==> config.mk <==
export PLATFORM = sky130hd
export DESIGN_NAME = bmw_access_watchdog
export DESIGN_NICKNAME = d
export VERILOG_FILES = /design/src/rtl/bmw_pkg.sv /design/src/rtl/bmw_limit_sel.sv /design/src/rtl/bmw_countdown.sv /design/src/rtl/bmw_err_flag.sv /design/src/rtl/bmw_access_watchdog.sv
export SDC_FILE = /design/constraint.sdc
export NUM_CORES = 1
export LEC_CHECK = 0
export BUFFER_PORTS_ARGS = -buffer_cell sky130_fd_sc_hd__buf_4
export CORE_AREA = 4 4 47 45
export CTS_CLUSTER_SIZE = 25
export DETAILED_ROUTE_END_ITERATION = 8
export DIE_AREA = 0 0 51 49
export HOLD_SLACK_MARGIN = 0.03
export PLACE_DENSITY = 0.84
export SETUP_SLACK_MARGIN = 0.3
export SKIP_CTS_REPAIR_TIMING = 1
export SLEW_MARGIN = 25
export SYNTH_ARGS = -nofsm -noshare
export SYNTH_HDL_FRONTEND = slang
export SYNTH_SLANG_ARGS = --single-unit
export TNS_END_PERCENT = 100
==> constraint.sdc <==
create_clock -name clk -period 2.55 [get_ports clk]
set_input_delay 0.255 -clock clk [delete_from_list [all_inputs] [get_ports clk]]
set_output_delay 0.255 -clock clk [all_outputs]
set_load 0.005 [all_outputs]
==> src/rtl/bmw_pkg.sv <==
package bmw_pkg;
  typedef enum logic {ACC_NORMAL = 1'b0, ACC_SHORT = 1'b1} acc_kind_t;

  // Cycles in a window of ns nanoseconds at khz kilohertz, never below 1.
  function automatic int cyc_of(input longint khz, input longint ns);
    longint c;
    c = (khz * ns) / 64'd1_000_000;
    if (c < 1) c = 1;
    return int'(c);
  endfunction
endpackage

==> src/rtl/bmw_limit_sel.sv <==
module bmw_limit_sel import bmw_pkg::*; #(
  parameter int CW        = 12,
  parameter int LONG_CYC  = 3900,
  parameter int SHORT_CYC = 2000
) (
  input  logic          cmd_wr,
  input  logic          stat_wr,
  output logic [CW-1:0] limit
);
  acc_kind_t kind;

  always_comb begin
    kind  = (cmd_wr || stat_wr) ? ACC_SHORT : ACC_NORMAL;
    limit = (kind == ACC_SHORT) ? CW'(SHORT_CYC) : CW'(LONG_CYC);
  end
endmodule

==> src/rtl/bmw_countdown.sv <==
module bmw_countdown #(
  parameter int CW = 12
) (
  input  logic          clk,
  input  logic          rst_n,
  input  logic          load,
  input  logic [CW-1:0] limit,
  input  logic          ack,
  output logic          busy,
  output logic          expire
);
  logic [CW-1:0] left_q;

  // Expiry: last waiting cycle reached with no acknowledge seen.
  assign expire = busy && (left_q == '0) && !ack && !load;

  always_ff @(posedge clk or negedge rst_n) begin
    if (!rst_n) begin
      busy   <= 1'b0;
      left_q <= '0;
    end else if (load) begin
      busy   <= 1'b1;
      left_q <= limit - 1'b1;
    end else if (busy) begin
      if (ack || left_q == '0) begin
        busy <= 1'b0;
      end else begin
        left_q <= left_q - 1'b1;
      end
    end
  end
endmodule

==> src/rtl/bmw_err_flag.sv <==
module bmw_err_flag (
  input  logic clk,
  input  logic rst_n,
  input  logic set,
  input  logic clr,
  output logic flag
);
  always_ff @(posedge clk or negedge rst_n) begin
    if (!rst_n)   flag <= 1'b0;
    else if (set) flag <= 1'b1;
    else if (clr) flag <= 1'b0;
  end
endmodule

==> src/rtl/bmw_access_watchdog.sv <==
module bmw_access_watchdog import bmw_pkg::*; #(
  parameter int CLK_KHZ  = 200_000,
  parameter int LONG_NS  = 19_500,
  parameter int SHORT_NS = 10_000
) (
  input  logic clk,
  input  logic rst_n,
  input  logic acc_start,
  input  logic acc_ack,
  input  logic cmd_wr,
  input  logic stat_wr,
  input  logic xfer_done,
  output logic acc_abort,
  output logic mem_err
);
  localparam int LONG_CYC  = cyc_of(CLK_KHZ, LONG_NS);
  localparam int SHORT_CYC = cyc_of(CLK_KHZ, SHORT_NS);
  localparam int MAX_CYC   = (LONG_CYC > SHORT_CYC) ? LONG_CYC : SHORT_CYC;
  localparam int CW        = $clog2(MAX_CYC + 1);

  logic [CW-1:0] limit;
  logic          busy;
  logic          expire;

  bmw_limit_sel #(.CW(CW), .LONG_CYC(LONG_CYC), .SHORT_CYC(SHORT_CYC)) u_sel (
    .cmd_wr (cmd_wr),
    .stat_wr(stat_wr),
    .limit  (limit)
  );

  bmw_countdown #(.CW(CW)) u_cnt (
    .clk   (clk),
    .rst_n (rst_n),
    .load  (acc_start),
    .limit (limit),
    .ack   (acc_ack),
    .busy  (busy),
    .expire(expire)
  );

  bmw_err_flag u_err (
    .clk  (clk),
    .rst_n(rst_n),
    .set  (expire),
    .clr  (xfer_done),
    .flag (mem_err)
  );

  always_ff @(posedge clk or negedge rst_n) begin
    if (!rst_n) acc_abort <= 1'b0;
    else        acc_abort <= expire;
  end
endmodule

== Word-level counts from Yosys, hierarchy flattened ==
Index checks and enable logic that the tools add are counted.
Word-level totals
  memories: 0
  RAM bits: 0
  input port bits: 7
  output and inout bits: 2
  bits in latches: 0
  flip-flop bits (word level): 15
  bits in read-only memories: 0
  word-level logic and storage cells: 28
Cells by class
  $add $sub $neg: 2
  equal/unequal tests: 1
  shift-type cells: 0
  muxes and demuxes: 10
  reduce and logical (&&, ||, !) cells: 11
  $mul: 0
  bitwise logic cells: 0
  divide/modulo/power cells: 0
  $lt $le $gt $ge: 0
Operators by type and width (number)
  two-way mux 12 bit: 4
  subtractor 12 x 1 -> 12 bit (second input constant): 2
  logical NOT 12 bit: 1
  two-way mux 1 bit: 6
  nonzero test 2 bit: 2
  logical AND 1 bit: 3
  logical NOT 1 bit: 2
  logical OR 1 bit: 2
  inequality test 2 bit (second input constant): 1
  AND reduction 2 bit: 1

== Logic depth before layout (Yosys ltp) ==
Gate-level depths: netlist of the first run.
  word-level depth: 5
  gate-level depth with buffers: 9
  depth with buffers taken out: 6

== Hierarchy ==
A second synthesis of the first run with hierarchy kept.
Second synthesis, totals
  cell total of the unflattened synthesis: 132
  area total of the unflattened synthesis: 1187.4 µm²
Modules (own cells, without submodules)
  bmw_countdown: area an instance 1026.0 µm², instances 1, cells each 113
  bmw_limit_sel: area an instance 100.1 µm², instances 1, cells each 15
  bmw_err_flag: area an instance 36.3 µm², instances 1, cells each 3
  bmw_access_watchdog: area an instance 25.0 µm², instances 1, cells each 1

== Worst setup path before layout of the first run ==
Ideal clock, no wire load.
  path kind: input -> register
  from: input acc_start
  to: register u_cnt.left_q[10]
  slack: 0.011 ns
  stages on the path: 9
  data arrival time: 2.470 ns
  setup time: 0.069 ns
  buffers on the path: 3
  cell sequence: clkbuf_1 -> clkbuf_1 -> clkbuf_1 -> nand2b_1 -> ha_1 -> nor3b_1 -> o211ai_1 -> or4_1 -> nand3b_1
Between the ends
  word-level cells in the longest chain between the ends: 2
  elaborated cells on any way between the ends: 4
  classes of those cells: eq/ne: 1; mux: 1; reduce/logical: 2
RTL lines
  from (decl): RTL line bmw_access_watchdog.sv:8  | input logic acc_start,
  inequality test 2 bit (no line) / nonzero test 2 bit (equally long branches)
  AND reduction 2 bit (no line)
  to (signal assigned): RTL line bmw_countdown.sv:23  | left_q <= limit - 1'b1;
  to (signal assigned): RTL line bmw_countdown.sv:28  | left_q <= left_q - 1'b1;
  to (decl): RTL line bmw_countdown.sv:12  | logic [CW-1:0] left_q;
Several ways; a longest one is shown, not always the timed one.
A chain may end at the register's enable or synchronous reset.

== Worst setup path in the final report of the first run ==
  from: register u_cnt.left_q[3]
  to: register u_cnt.left_q[0]
Between the ends
  word-level cells in the longest chain between the ends: 4
RTL lines
  logical NOT 12 bit: RTL line bmw_countdown.sv:25  | if (ack || left_q == '0) begin
  logical OR 1 bit: RTL line bmw_countdown.sv:25
  inequality test 2 bit (no line)
  AND reduction 2 bit (no line)
No other way between the ends.

==> results.md, run 1 <==
* IO Count at 9
* WL met3 at ~90 µm
* ANT nets after route at 0
* Clock Path Buffers at 2
* Clock slew at reported path FFs at about 0.090 ns
* Die width at around 51 µm
* CTS tree: done
* HP Class: in -> reg
* CTS Sinks at 15
* Row cnt at 14
* Crit path time final at 2.00 ns
* Fin util at between 60% and 70%
* CTS Buf Count at 3
* Total Wirelength at ~1800 µm
* # fillers at 145
* Syn Nets at between 90 and 100
* DR top layer: met4
* M1 WL at between 800 and 900 µm
* Max VDD drop at slightly below 0.4 mV
* Largest net degree at the start of global routing at 28
* Final Setup Violations at 0
* GRT Residual Overflow at 0
* Period utilization at slightly below 80%
* Die area at 2500 µm²
* Clk_lat worst skew at 0.28 ns
* Detailed-route wire length per cell at approximately 14 µm
* Area occupied by multi-input gates at between 400 and 500 µm²
* Asr flop ratio synth at between 90% and 100%
* Placed cell area at 961 µm²
* WL met2 at 832 µm
* Measured slew at the worst slew-check pin at 0.746 ns
* H-tree depth at 1
* Hold Violations, Final at 0
* Crit path launch type: flop
* DR vias at 743
* Hpwl dp at between 1000 and 1500 µm
* Via-per-instance ratio at around 6
* DR pass1 iterations at 4
* Post-route cell area at about 1000 µm²
* Mapped Cells at a little over 90
* P_leak at ~0.38 nW
* Maximum clock rate at between 0.4 and 0.5 GHz
* Initial Util at a little over half
* RePlAce Congestion at between 0.8 and 0.9
* Pwr dens at between 500 and 600 nW/µm²
* Max Clock Skew at around 0.0039 ns
* Fin nets at approximately 110
* Post-synth cell types at 39
* Placed Cells at ~120
* Type of the worst setup path: reg -> reg
* CP max FO at 5
* Post-synth top area share at between 40 and 50%
* CP Capture Type: flop
* Main synth FF type: dfrtp_1
* First-pass GRT wire length at just over 3000 µm
* Crit path DAT at 2.18 ns
* Synth Warn # at 0
* Gr usage total at between 10% and 20%
* Mapped cell area at roughly 900 µm²
* Required time of the worst setup path at approximately 2.7 ns
* Drt drc at 0
* Outcome: complete, no violations
* Core area at roughly 1600 µm²
* Vias in the first global route at between 700 and 800
* Final std cells w/o fill at approximately 120
* Post-synthesis sequential area ratio at 42.7%
* Post-synthesis register bit count at 15
* Maxcap violations at 0
* PortBufs at 8
* Rel. slew slack at approximately half
* Die Y at between 40 and 50 µm
* Cell taking the most area after synthesis: dfrtp_1
* Synth top area cells: dfrtp_1 (43%), nor2_1 (3.8%), nor3_1 (3.4%)
* Slew Viols, Final at 0
* Number of flops mapped to enable cells by yosys at 0
* CTS root buf: clkbuf_4
* Seq. cell area at approximately 380 µm²
* Setup TNS at 0 ns
* Mean area per synthesized cell at about 9.7 µm²
* Inserted Diodes at 0
* Initial antenna violation count at 0
* Share of cells above drive strength 1 at between 10% and 20%
* Total Power at between 0.0005 and 0.0006 W
* P&R area growth vs syn at 13.7%
* RSZ-0062 raised after global routing: no
* R2r setup slk at ~0.55 ns
* DR iter-0 viols at 19
==> state kept, by name, summed over array words and instances (netlist names) <==
signal        cells
u_cnt.left_q     12
u_cnt.busy        1
acc_abort         1
u_err.flag        1
==> power by group <==
group / internal [W] / switching [W]
clock network: 0.0000582 / 0.0000761
logic: 0.0000425 / 0.0000449
registers: 0.000259 / 0.0000276
==> worst paths after layout <==
| path | to | cells after the start | start |
|---|---|---|---|
| min in group asynchronous | acc_abort | 2 | rst_n |
| max in group asynchronous | u_cnt.left_q[6] | 2 | rst_n |
| setup reg to reg | u_cnt.left_q[0] | 4 | u_cnt.left_q[3] |
| hold reg to reg | u_err.flag | 1 | u_err.flag |
| hold / removal | u_err.flag | 3 | xfer_done |
| setup / recovery | u_cnt.left_q[0] | 4 | u_cnt.left_q[3] |
==> kinds of logic after synthesis <==
| family | Yosys count | share of synthesized area [%] |
|---|---|---|
| buffers and inverters | 7 | 3.85 |
| adder cells (fa/ha/maj) | 1 | 1.42 |
| AND/OR/NAND/NOR | 42 | 30.3 |
| flip-flops | 15 | 42.7 |
| XOR/XNOR | 3 | 2.99 |
| multiplexers | 1 | 1.28 |
| AO/OA/AOI/OAI | 22 | 17.4 |
==> worst max-delay path: stages, from the launching register on <==
cell and delay [ns]:
dfrtp_1 0.46, or4_4 0.61, nor4b_4 0.37, nor2_1 0.16
mux2_2 0.30
==> synth_stat cells, drive strengths merged, types with 2 or more instances <==
master,n
dfrtp,15
nor2,9
nor3,6
a21oi,5
clkbuf,4
nor3b,4
or3,4
nand2b,3
o21ai,3
xnor2,3
a311oi,2
inv,2
nand2,2
nor2b,2
o31ai,2
or2,2
or4,2
==> layer usage <==
metal	track usage, %	vias up
li1	-	359
met1	20.3	354
met2	24.2	24
met3	6.12	6
met4	5.83	0
met5	0	-
==> layout make-up <==
cell class,count,area share [%]
inverter,2,0.752
tap,24,3.01
sequential,15,37.6
multi-input combinational,69,48.1
timing repair buffer,10,7.77
clock inverter,1,0.501
clock buffer,3,2.26
==> cell usage in the layout (no fill, tap or decap), types with 2 or more instances in the layout <==
cell / Yosys / routed
buf_4: 0 / 9
o21ai_0: 3 / 3
or2_2: 2 / 2
nand2b_1: 3 / 3
nor2b_1: 2 / 2
xnor2_1: 3 / 3
clkbuf_4: 0 / 3
nor2_1: 9 / 9
nand2_1: 2 / 2
inv_1: 2 / 2
dfrtp_1: 15 / 15
a311oi_1: 2 / 2
nor3b_1: 4 / 3
or3_1: 4 / 4
o31ai_1: 2 / 2
nor3_1: 6 / 6
a21oi_1: 5 / 5
==> per-stage QoR <==
step,hold slack [ns],setup WS [ns]
2_1_floorplan,-0.0406,0.301
5_1_grt,0.251,0.393
3_5_place_dp,0.120,0.527
4_1_cts,-0.198,0.543
3_3_place_gp,0.120,0.568
6_report,0.240,0.549
(Power assumes the default switching activity.)
==> run 2: changes to the inputs <==
Settings changed: CORE_AREA 4 4 47 45 to 4 4 50 47, DIE_AREA 0 0 51 49 to 0 0 54 51, PLACE_DENSITY 0.84 to 0.79.
Clock period 2.55 ns to 1.7 ns, I/O delays scaled along.
==> run 2 against run 1 <==
Compared with the run above: the run now ends with negative setup slack left; sequential share of layout area fell by 6.6 points; sequential cell count is the same; worst setup slack got worse by 0.69 ns.
==> results.md, run 2 (synthesis gave the netlist of run 1 again) <==
* Max VDD drop at 0.709 mV
* Rel. slew slack at approximately 70%
* Crit path time final at ~1.8 ns
* Pwr dens at 696 nW/µm²
* First-pass GRT wire length at 3730 µm
* Switching Fraction at between 20 and 30%
* Detailed-route wire length per cell at 14.3 µm
* RePlAce Congestion at a little under 0.9
* R2r setup slk at -0.14 ns
* Initial Util at about 47%
* P&R area growth vs syn at 37.7%
* Core area at roughly 1900 µm²
* Die Y at roughly 51 µm
* Internal cell power at between 0.0005 and 0.0006 W
* Flip-flop count of the largest register after layout at 12
* Clock Path Buffers at 2
* CTS Buf Count at 3
* P_leak at roughly 0.50 nW
* Worst Hold Depth at 3
* Outcome: complete, but fails checks
* HP Class: in -> reg
* Die width at 54 µm
* Switching power at around 0.00025 W
* Measured slew at the worst slew-check pin at roughly 0.43 ns
* Largest Register: u_cnt.left_q
* CP max FO at 4
* Cell Chain, Critical Path: or4_4 > nor4b_4 > and4b_1 > xnor2_1
* GRT Residual Overflow at 0
* Crit path launch type: flop
* Total Wirelength at slightly above 2000 µm
* Hold Violations, Final at 0
* Placed Cells at between 100 and 150
* Via-per-instance ratio at approximately 5.6
* Clock power frac at 24.6%
* Type of the worst setup path: reg -> reg
* ANT nets after route at 0
* Gate power share at a little over a quarter
* DR vias at 813
* Maximum clock rate at roughly 0.54 GHz
* DR pass1 iterations at 4
* CTS root buf: clkbuf_4
* Final Setup Violations at 13
* CTS tree: done
* Most frequent cells in the layout: buf_4 (26), dfrtp_1 (15), nor2_1 (8), nor3_1 (5), a21oi_1 (5)
* IO Count at 9
* Drt drc at 0
* Period utilization at 108%
* PortBufs at 8
* Fin util at between 60% and 70%
* Vias in the first global route at between 800 and 900
* Final std cells w/o fill at 145
* Inserted Diodes at 0
* Max Clock Skew at approximately 0.010 ns
* Clock slew at reported path FFs at about 0.10 ns
* # fillers at approximately 150
* Total Power at between 0.0008 and 0.0009 W
* CP Capture Type: flop
* Largest net degree at the start of global routing at 26
* R2r startpoint: u_cnt.left_q[2]
* Initial antenna violation count at 0
* Row cnt at 15
* Most common cell after layout, fill and taps aside: buf_4
* Worst hold endpoint: u_err.flag
* RR Endpoint: u_cnt.left_q[9]
* Delay-heaviest family, CP: simple AND/OR/NAND/NOR gates
* Sequential power share at around half
* Clk_lat worst skew at slightly below 0.3 ns
* R2R cell count at 4
* Fin nets at roughly 130
* H-tree depth at 1
* Final setup margin at -0.140 ns
* Die area at roughly 2800 µm²
* Hpwl dp at roughly 1600 µm
* DR iter-0 viols at 12
* RSZ-0062 raised after global routing: yes
* Required time of the worst setup path at between 1.5 and 2 ns
* Crit path buffers/inverters at 0
* Failing checks: negative setup slack
* Crit path largest cell delay at approximately 0.57 ns
* Slew Viols, Final at 0
* CTS Sinks at 15
* Crit path DAT at ~2.0 ns
* Share of cells above drive strength 1 at between 30% and 40%
* Hold path start: xfer_done
* Gr usage total at between 10% and 20%
* Slowest-stage cell, CP: or4_4
* Maxcap violations at 0
run 2: changes by cell type in the layout (fill, tap and decap cells not counted), sizes merged:
cell / before / now
buf: 9 / 29
run 2: tightest hold or removal path, cell delays in order:
cell and delay (ns):
buf_4 0.11, inv_1 0.04, a21o_1 0.10
run 2: power by group through the flow:
stage                     combinational, W  sequential (W)  clock, W
after global placement            0.000217        0.000415         0
after CTS                         0.000222        0.000410  0.000215
final                             0.000225        0.000410  0.000207
after global routing              0.000251        0.000415  0.000228
after detailed placement          0.000221        0.000417         0
after floorplan                   0.000117        0.000428         0
run 2: cell type report:
| class | instances | area, µm² | area share (%) |
|---|---|---|---|
| Multi-Input combinational cell | 69 | 520 | 43.0 |
| Sequential cell | 15 | 375 | 31.0 |
| Timing Repair Buffer | 30 | 248 | 20.5 |
| Tap cell | 25 | 31.3 | 2.59 |
| Clock buffer | 3 | 22.5 | 1.86 |
| Inverter | 2 | 7.51 | 0.620 |
| Clock inverter | 1 | 5.00 | 0.414 |
run 2: stage by stage:
stage	setup slack [ns]	hold WS, ns	cell area (µm²)	setup TNS, ns
finish	-0.140	0.146	1210	-0.941
detailed placement	-0.104	0.0389	1150	-0.608
global placement	-0.0194	0.0369	1150	-0.0478
CTS	-0.135	-0.287	1180	-0.882
floorplan	-0.169	-0.126	955	-0.376
global route	-0.213	0.160	1210	-2.28
run 2: worst max path at each step:
stage / startpoint / to / slack, ns / depth (start not counted)
4_1_cts: u_cnt.left_q[3] / u_cnt.left_q[9] / -0.14 / 4
3_3_place_gp: u_cnt.left_q[3] / u_cnt.left_q[5] / -0.02 / 5
3_5_place_dp: u_cnt.left_q[3] / u_cnt.left_q[9] / -0.10 / 4
5_1_grt: u_cnt.left_q[3] / u_cnt.left_q[5] / -0.21 / 5
6_report: u_cnt.left_q[2] / u_cnt.left_q[9] / -0.14 / 4
2_1_floorplan: acc_start / u_cnt.left_q[10] / -0.17 / 9
run 2: per-layer routing:
layer  vias to the layer above  track usage (%)  wire [µm]  share of wire [%]
met2                        19             30.2       1060                 51
met3                         4             6.41         86                4.2
met4                         0             5.39         31                1.5
met5                         -                0          0                  0
met1                       391             23.5        893                 43
li1                        399                -          -                  -
==> run 3: changes to the inputs <==
Settings changed: PLACE_DENSITY 0.79 to 0.69.
==> run 3 against run 2 <==
Compared with the run above: the flow still finishes with violations (negative setup slack); maximum frequency up 2.0%; largest power group unchanged; hold slack worse by 0.0089 ns; highest routed layer unchanged; worst setup slack better by 0.036 ns; non-clock buffer count up 3; register-to-register slack better by 0.04 ns; die area unchanged.
==> results.md, run 3 (synthesis gave the netlist of run 1 again) <==
* Type of the worst setup path: reg -> reg
* DR vias at approximately 840
* Measured slew at the worst slew-check pin at 0.437 ns
* H-tree depth at 1
* Clock Path Buffers at 2
* Flip-flop count of the largest register after layout at 12
* R2r startpoint: u_cnt.left_q[1]
* Slowest-stage cell, CP: or4_1
* Final std cells w/o fill at 148
* P&R area growth vs syn at 39.6%
* CTS root buf: clkbuf_4
* Crit path buffers/inverters at 1
* Detailed-route wire length per cell at 13.9 µm
* Die Y at between 50 and 60 µm
* Crit path launch type: flop
* Slew Viols, Final at 0
* Worst hold endpoint: u_err.flag
* R2r setup slk at -0.10 ns
* Fin util at roughly 66%
* Max Clock Skew at 0.00719 ns
* Core area at approximately 1900 µm²
* Gr usage total at 18.6%
* DR pass1 iterations at 4
* R2R cell count at 7
* Via-per-instance ratio at between 5 and 6
* Cell Chain, Critical Path: buf_4 > nand2b_4 > ha_4 > nor3b_4 > o211ai_1 > or4_1 > nand3b_1
* Largest Register: u_cnt.left_q
* Clock slew at reported path FFs at 0.11 ns
* Hold Violations, Final at 0
* Post-route cell area at 1230 µm²
* Rel. slew slack at roughly 71%
* Most frequent cells in the layout: buf_4 (31), dfrtp_1 (15), nor2_1 (8), nor3_1 (5), a21oi_1 (5)
* CTS tree: done
* Hold path start: xfer_done
* CP Capture Type: flop
* Period utilization at 106%
* Hpwl dp at 1560 µm
* Maxcap violations at 0
* Required time of the worst setup path at a little under 2 ns
* Pre-CTS WS at -0.108 ns
* P_leak at around 0.52 nW
* Die width at 54 µm
* Fin nets at 132
* DR iter-0 viols at 15
* HP Class: in -> reg
* GRT Residual Overflow at 0
* Setup TNS at -0.703 ns
* Outcome: complete, but fails checks
* Initial antenna violation count at 0
* Placed cell area at between 1000 and 1500 µm²
* Worst Hold Depth at 3
* Die area at 2750 µm²
* RePlAce Congestion at 0.815
* Pwr dens at slightly above 700 nW/µm²
* IO Count at 9
* Maximum clock rate at 0.554 GHz
* ANT nets after route at 0
* Largest net degree at the start of global routing at 16
* Most common cell after layout, fill and taps aside: buf_4
* PortBufs at 8
* Crit path largest cell delay at 0.54 ns
* Total Wirelength at a little over 2000 µm
* Final Setup Violations at 12
* Inserted Diodes at 0
* Crit path time final at 1.80 ns
* Placed Cells at approximately 140
* RR Endpoint: u_cnt.left_q[10]
* Row cnt at 15
* Final setup margin at -0.104 ns
* CP max FO at 2
* CTS Buf Count at 3
* Failing checks: negative setup slack
* Drt drc at 0
* Crit path DAT at 2.04 ns
* CTS Sinks at 15
* Share of cells above drive strength 1 at ~40%
* Initial Util at 47.3%
* Vias in the first global route at around 820
* RSZ-0062 raised after global routing: yes
* Delay-heaviest family, CP: simple AND/OR/NAND/NOR gates
* Clk_lat worst skew at ~0.3 ns
* Max VDD drop at 0.607 mV
* First-pass GRT wire length at between 3000 and 4000 µm
==> run 3: area by class of cell <==
type / instances / area [µm²]
Multi-Input combinational cell: 69 / 528
Tap cell: 25 / 31.3
Sequential cell: 15 / 375
Clock inverter: 1 / 7.51
Fill cell: 160 / 632
Timing Repair Buffer: 33 / 254
Clock buffer: 3 / 22.5
Inverter: 2 / 7.51
==> run 3: power breakdown <==
part	total, W	leakage (nW)	internal, W	switching (W)
sequential	0.000410	0.164	0.000388	0.0000218
clock	0.000225	0.0139	0.0000897	0.000135
combinational	0.000237	0.338	0.000126	0.000111
total	0.000871	0.517	0.000604	0.000267
==> run 3: worst max-delay path by stage <==
stage / endpoint / cells past startpoint / slack (ns) / from
after floorplan: u_cnt.left_q[10] / 9 / -0.17 / acc_start
after global placement: u_cnt.left_q[5] / 5 / -0.05 / u_cnt.left_q[3]
after detailed placement: u_cnt.left_q[11] / 5 / -0.11 / u_cnt.left_q[3]
after CTS: u_cnt.left_q[11] / 5 / -0.13 / u_cnt.left_q[3]
after global routing: u_cnt.left_q[5] / 5 / -0.19 / u_cnt.left_q[3]
final: u_cnt.left_q[10] / 7 / -0.10 / u_cnt.left_q[1]
==> run 3: metrics by stage <==
stage / power (W) / hold WS (ns)
after floorplan: 0.000545 / -0.126
after CTS: 0.000870 / -0.301
after global placement: 0.000634 / 0.0380
after global routing: 0.000923 / 0.140
final: 0.000871 / 0.137
after detailed placement: 0.000642 / 0.0398
==> run 3: worst reg2reg max path: cells and delay by family (launching register included) <==
kind	cells	cell delay (ns)
adder cells (fa/ha/maj)	1	0.12
AO/OA/AOI/OAI	1	0.15
buffers and inverters	1	0.16
AND/OR/NAND/NOR	4	0.90
flip-flops	1	0.42
==> run 3: routing by layer <==
| metal | up-vias | track usage (%) | routed length [µm] | share of wire [%] |
|---|---|---|---|---|
| met5 | - | 0 | 0 | 0 |
| met4 | 0 | 10.4 | 59 | 2.9 |
| met3 | 9 | 5.25 | 73 | 3.5 |
| met2 | 16 | 29.6 | 1030 | 50 |
| met1 | 407 | 22.0 | 898 | 44 |
| li1 | 409 | - | - | - |
